===== config.mk =====
export PLATFORM = sky130hd
export DESIGN_NAME = align_trap_top
export DESIGN_NICKNAME = d
export VERILOG_FILES = /design/src/rtl/align_trap_pkg.sv /design/src/rtl/align_check.sv /design/src/rtl/trap_rules.sv /design/src/rtl/align_trap_top.sv
export SDC_FILE = /design/constraint.sdc
export NUM_CORES = 1
export LEC_CHECK = 0
export BUFFER_PORTS_ARGS = -buffer_cell sky130_fd_sc_hd__buf_4
export CORE_AREA = 2 2 39 41
export CTS_CLUSTER_SIZE = 14
export DETAILED_ROUTE_END_ITERATION = 7
export DIE_AREA = 0 0 41 43
export HOLD_SLACK_MARGIN = 0.15
export PLACE_DENSITY_LB_ADDON = 0.1
export SLEW_MARGIN = 15
export SYNTH_ARGS = -nofsm -noshare
export SYNTH_HDL_FRONTEND = slang
export SYNTH_HIERARCHICAL = 1
export SYNTH_SLANG_ARGS = --single-unit

===== constraint.sdc =====
create_clock -name clk -period 2.2 [get_ports clk]
set_input_delay 0.22 -clock clk [delete_from_list [all_inputs] [get_ports clk]]
set_output_delay 0.22 -clock clk [all_outputs]
set_load 0.005 [all_outputs]

===== src/rtl/align_trap_pkg.sv =====
package align_trap_pkg;
    typedef enum logic [2:0] {
        OP_NONE   = 3'd0,
        OP_PLAIN  = 3'd1,
        OP_MULTI  = 3'd2,
        OP_STRING = 3'd3,
        OP_RESV   = 3'd4
    } op_class_e;

    localparam int SZ_W = 2;
    localparam int EA_W = 2;

    typedef struct packed {
        logic vld;
        logic trap;
    } trap_state_t;
endpackage


===== src/rtl/align_check.sv =====
module align_check
    import align_trap_pkg::*;
#(
    parameter int SZ_BITS = SZ_W,
    parameter int EA_BITS = EA_W
) (
    input  logic [SZ_BITS-1:0] size_code,
    input  logic [EA_BITS-1:0] ea_low,
    output logic               misaligned
);
    logic [EA_BITS-1:0] mask;

    always_comb begin
        mask = '0;
        for (int i = 0; i < EA_BITS; i++) begin
            if (i < int'(size_code)) mask[i] = 1'b1;
        end
        misaligned = |(ea_low & mask);
    end
endmodule


===== src/rtl/trap_rules.sv =====
module trap_rules
    import align_trap_pkg::*;
#(
    parameter int SZ_BITS = SZ_W,
    parameter int EA_BITS = EA_W
) (
    input  logic [2:0]         op_class,
    input  logic [SZ_BITS-1:0] acc_size,
    input  logic [EA_BITS-1:0] ea_lo,
    input  logic               le_mode,
    input  logic               hi_pend,
    output logic               trap
);
    localparam logic [SZ_BITS-1:0] WORD_CODE = SZ_BITS'(2);

    logic mis_sized;
    logic mis_word;

    align_check #(.SZ_BITS(SZ_BITS), .EA_BITS(EA_BITS)) u_sized (
        .size_code(acc_size), .ea_low(ea_lo), .misaligned(mis_sized));
    align_check #(.SZ_BITS(SZ_BITS), .EA_BITS(EA_BITS)) u_word (
        .size_code(WORD_CODE), .ea_low(ea_lo), .misaligned(mis_word));

    logic raw;
    always_comb begin
        case (op_class)
            OP_PLAIN:  raw = le_mode & mis_sized;
            OP_MULTI:  raw = le_mode | mis_word;
            OP_STRING: raw = le_mode;
            OP_RESV:   raw = mis_word;
            default:   raw = 1'b0;
        endcase
        trap = raw & ~hi_pend;
    end
endmodule


===== src/rtl/align_trap_top.sv =====
module align_trap_top
    import align_trap_pkg::*;
#(
    parameter int SZ_BITS = SZ_W,
    parameter int EA_BITS = EA_W
) (
    input  logic               clk,
    input  logic               rst_n,
    input  logic               in_vld,
    input  logic [2:0]         op_class,
    input  logic [SZ_BITS-1:0] acc_size,
    input  logic [EA_BITS-1:0] ea_lo,
    input  logic               le_mode,
    input  logic               hi_pend,
    output logic               out_vld,
    output logic               trap_req
);
    logic        trap_c;
    trap_state_t st_d, st_q;

    trap_rules #(.SZ_BITS(SZ_BITS), .EA_BITS(EA_BITS)) u_rules (
        .op_class(op_class), .acc_size(acc_size), .ea_lo(ea_lo),
        .le_mode(le_mode), .hi_pend(hi_pend), .trap(trap_c));

    always_comb begin
        st_d      = st_q;
        st_d.vld  = in_vld;
        st_d.trap = in_vld & trap_c;
    end

    always_ff @(posedge clk) begin
        if (!rst_n) st_q <= '0;
        else        st_q <= st_d;
    end

    assign out_vld  = st_q.vld;
    assign trap_req = st_q.trap;

    a_r1_reset_quiet: assert property (@(posedge clk)
        !rst_n |=> (!out_vld && !trap_req));
    a_r2_vld_delay: assert property (@(posedge clk) disable iff (!rst_n)
        $past(rst_n) |-> (out_vld == $past(in_vld)));
    a_r2_trap_needs_vld: assert property (@(posedge clk) disable iff (!rst_n)
        trap_req |-> out_vld);
    a_r10_pend_blocks: assert property (@(posedge clk) disable iff (!rst_n)
        hi_pend |=> !trap_req);
    a_r9_none_quiet: assert property (@(posedge clk) disable iff (!rst_n)
        (op_class == 3'd0) |=> !trap_req);
    a_r6_le_multi_string: assert property (@(posedge clk) disable iff (!rst_n)
        (in_vld && le_mode && !hi_pend && (op_class == 3'd2 || op_class == 3'd3))
        |=> trap_req);
    a_r5_resv_word: assert property (@(posedge clk) disable iff (!rst_n)
        (in_vld && !hi_pend && op_class == 3'd4 && ea_lo != '0) |=> trap_req);
    a_r8_be_string: assert property (@(posedge clk) disable iff (!rst_n)
        (op_class == 3'd3 && !le_mode) |=> !trap_req);
endmodule


; ---- Yosys cells after proc, flatten, opt, wreduce, memory -nomap -nowiden
; Index checks and enable logic that the tools add are counted.
[op_classes]
bitwise = 6
reduce_logical = 2
eq_ne = 4
muxes = 3
order_cmp = 2
[op_table]
columns = operator, n
row1 = $eq 3x2->1 const B, 2
row2 = $lt 1x2->1 const A, 2
row3 = $pmux 1 s4, 1
row4 = $reduce_or 2->1, 2
row5 = $and 1x1->1, 3
row6 = $eq 3x1->1 const B, 1
row7 = $eq 3x3->1 const B, 1
row8 = $and 2x2->2, 1
row9 = $mux 1, 2
row10 = $not 1->1, 1
row11 = $or 1x1->1, 1
[totals]
ff_bits = 2
out_inout_bits = 2
input_bits = 12

; ---- Logic depth before layout (Yosys ltp)
[depth]
depth_word = 8
mapped_depth = 5
depth_no_buf = 5

; ---- Modules after synthesis
; The synthesis kept the hierarchy.
[modules_own_cells]
columns = mod, area_per_inst_um2, instances, cells_each, seq_area_each_um2
row1 = align_trap_top, 52.6, 1, 4, 40.0
row2 = trap_rules, 48.8, 1, 7, 0.0
row3 = align_check, 12.5, 2, 3, 0.0

; ---- Worst setup path after synthesis
; OpenSTA, ideal clock, no wires.
[synth_path]
path_kind = in2reg
start = in ea_lo[0]
end = reg st_q (netlist bit trap_req)
t_required_ns = 2.084
arrival_time_ns = 0.857
setup_slack_ns = 1.228
stages = 5
path_cell_list = a21oi_1 -> nor2_1 -> a211oi_1 -> a2111oi_2 -> and3_1
[synth_via]
elab_chain_len = 6
word_cells_on_any_way = 8
cone_classes = mux (1) / bitwise (5) / reduce/logical (2)
[synth_lines]
columns = item, line_no
row1 = from (decl), align_trap_top.sv:12  ; input logic [EA_BITS-1:0] ea_lo,
row2 = $and 2x2->2, align_check.sv:18  ; misaligned = |(ea_low & mask);
row3 = $reduce_or 2->1, align_check.sv:18
row4 = named net u_rules.mis_sized, trap_rules.sv:16  ; logic mis_sized;
row5 = $and 1x1->1, trap_rules.sv:27  ; OP_PLAIN: raw = le_mode & mis_sized;
row6 = $pmux 1 s4, trap_rules.sv:26  ; case (op_class)
row7 = $and 1x1->1, trap_rules.sv:33  ; trap = raw & ~hi_pend;
row8 = named net trap_c, align_trap_top.sv:18  ; logic trap_c;
row9 = $and 1x1->1, align_trap_top.sv:28  ; st_d.trap = in_vld & trap_c;
row10 = to (signal assigned), align_trap_top.sv:33  ; else st_q <= st_d;
row11 = to (decl), align_trap_top.sv:19  ; trap_state_t st_d, st_q;
; The timed path passes the listed nets, and every way through them passes these cells.
; A chain may end at the register's enable or synchronous reset.

; ---- Worst setup path in the final report
; Ends and elaborated chain as after synthesis.

==> results.json <==
{
  "leakage_nw": 0.129,
  "crit_arrival_ns": 1.03,
  "setup_violations": 0,
  "overflow": 0,
  "synth-seq-cells": 2,
  "fin_nets": 47,
  "netlist_instances": 17,
  "cts_buffers": 3,
  "hp-class": "input pin to flip-flop",
  "combPwrFrac": 0.195,
  "start_util": 0.0913,
  "status": "finished, final reports clean",
  "layout_commonest_cell": "buf_4",
  "coreArea_mm2": 0.00138,
  "ys_top_cells_by_area": "dfxtp_1 (32%), a2111oi_2 (12%), nor2_1 (12%)",
  "via_count": 168,
  "path_class": "input pin to flip-flop",
  "dieArea_mm2": 0.00176,
  "grt_first_pass_wirelength_um": 614,
  "setup.worst_path.start_class": "input pin",
  "grt.total_usage": 0.0561,
  "power.density_mw_per_mm2": 552,
  "cts_root_buf": "clkbuf_4",
  "period_minus_slack_ns": 0.917,
  "routedWlPerCell_um": 7.51,
  "whs_path_depth": 2,
  "seq_power_share": 0.261,
  "hold_violations": 0,
  "critPathMaxFanout": 4,
  "endpoint_kind": "flip-flop",
  "final_cell_mix": "buf_4 (13), nor2_1 (4), clkbuf_4 (3)",
  "power.internal_uw": 117,
  "crit_required_ns": 2.31,
  "drive_gt1_frac": 0.515,
  "cap_viol_max_count": 0,
  "ir_drop_uv": 136,
  "antenna_found_initial": 0,
  "syn_nets": 29,
  "grt_max_degree": 5,
  "rsz0062_at_grt": "false",
  "cts_tree": "done",
  "synth_area_um2": 126,
  "via_per_inst": 3.43,
  "io_buffer_count": 13,
  "synth.distinct_cells": 9,
  "num_rows": 14,
  "drt_first_pass_iters": 2,
  "clockPowerShare": 0.545,
  "drt-initial-drc-count": 2,
  "synth.yosys.seq_area_share": 0.317,
  "post_cts_buffers": 0,
  "ctsLongestPathBuffers": 2,
  "clk_pin_slew_ns": 0.03,
  "final_util": 0.193,
  "drc": 0,
  "grt_pass1_vias": 185,
  "final.period_utilization": 0.417,
  "ys_warn_count": 6,
  "switching_share": 0.203,
  "yosys.area.top_type": "dfxtp_1",
  "finalWirelength_um": 368,
  "hold_path_startpoint": "in_vld",
  "switchingPower_uw": 29.9,
  "holdPathEnd": "out_vld",
  "ctsHoldBuffers": 0,
  "slew_viol_final": 0,
  "pin_count": 14,
  "fmax_mhz": 1090,
  "holdWs_ns": 0.214,
  "tns_ns": 0,
  "diodes": 0,
  "die_h_um": 43,
  "synth_top_area_share": 0.317,
  "die_w_um": 41,
  "cts_resized": 0,
  "cts_sinks": 2,
  "p_total_uw": 147,
  "synth.avg_cell_area_um2": 7.43,
  "syn2layout_area_growth_pct": 111,
  "place_congestion": 0.609,
  "cts_htree_levels": 1,
  "ant_nets": 0
}
[logic make-up after synthesis]
| group | count (synthesis) | share of synthesized area |
|---|---|---|
| flip-flops | 2 | 0.317 |
| AO/OA/AOI/OAI | 4 | 0.257 |
| AND/OR/NAND/NOR | 9 | 0.366 |
| other | 2 | 0.0594 |
[worst max path at each step]
| stage | from | end | slack [ns] | cells past startpoint |
|---|---|---|---|---|
| global placement | ea_lo[0] | trap_req | 1.04 | 6 |
| finish | ea_lo[0] | trap_req | 1.28 | 6 |
| floorplan | ea_lo[0] | trap_req | 1.23 | 5 |
| global route | ea_lo[0] | trap_req | 1.17 | 6 |
| CTS | ea_lo[0] | trap_req | 1.28 | 6 |
| detailed placement | ea_lo[0] | trap_req | 1.04 | 6 |
[synth_stat cells]
master,n
a211oi_1,1
nor2_1,4
and2_1,2
dfxtp_1,2
a2111oi_2,1
nand2b_1,2
a21oi_1,2
and3_1,1
conb_1,2
[power by group through the flow]
stage,combinational (mW),sequential (mW),clock [mW]
6_report,0.0286,0.0383,0.0801
4_1_cts,0.0291,0.0383,0.0861
3_5_place_dp,0.0291,0.0388,0
3_3_place_gp,0.0285,0.0387,0
5_1_grt,0.0322,0.0384,0.0887
2_1_floorplan,0.00910,0.0389,0
[routing by layer]
metal,vias up,part of all wire,global-route usage
met5,-,0,0
met1,68,0.37,0.0478
met2,13,0.43,0.0781
li1,87,-,-
met3,0,0.20,0.0524
met4,0,0,0.0400
[metrics by stage]
stage          setup WS, ns  instance area [um^2]  instances
4_1_cts                1.28                   267         49
3_3_place_gp           1.04                   244         46
2_1_floorplan          1.23                   126         17
3_5_place_dp           1.04                   244         46
6_report               1.28                   267         49
5_1_grt                1.17                   267         49
[registers in the layout (all words and copies together), names as in the netlist]
signal    count
trap_req      1
out_vld       1
[worst max-delay path: stages]
cell,delay (ns)
buf_4,0.12
a21oi_1,0.13
nor2_1,0.05
a211oi_1,0.27
a2111oi_2,0.08
and3_1,0.15
[layout make-up]
type,instances,area [um^2]
clock buffers,3,22.5
fillers,156,1120
well taps,16,20.0
multi-input cells,15,86.3
flip-flops and latches,2,40.0
repair buffers,13,97.6
(Power assumes the default switching activity.)
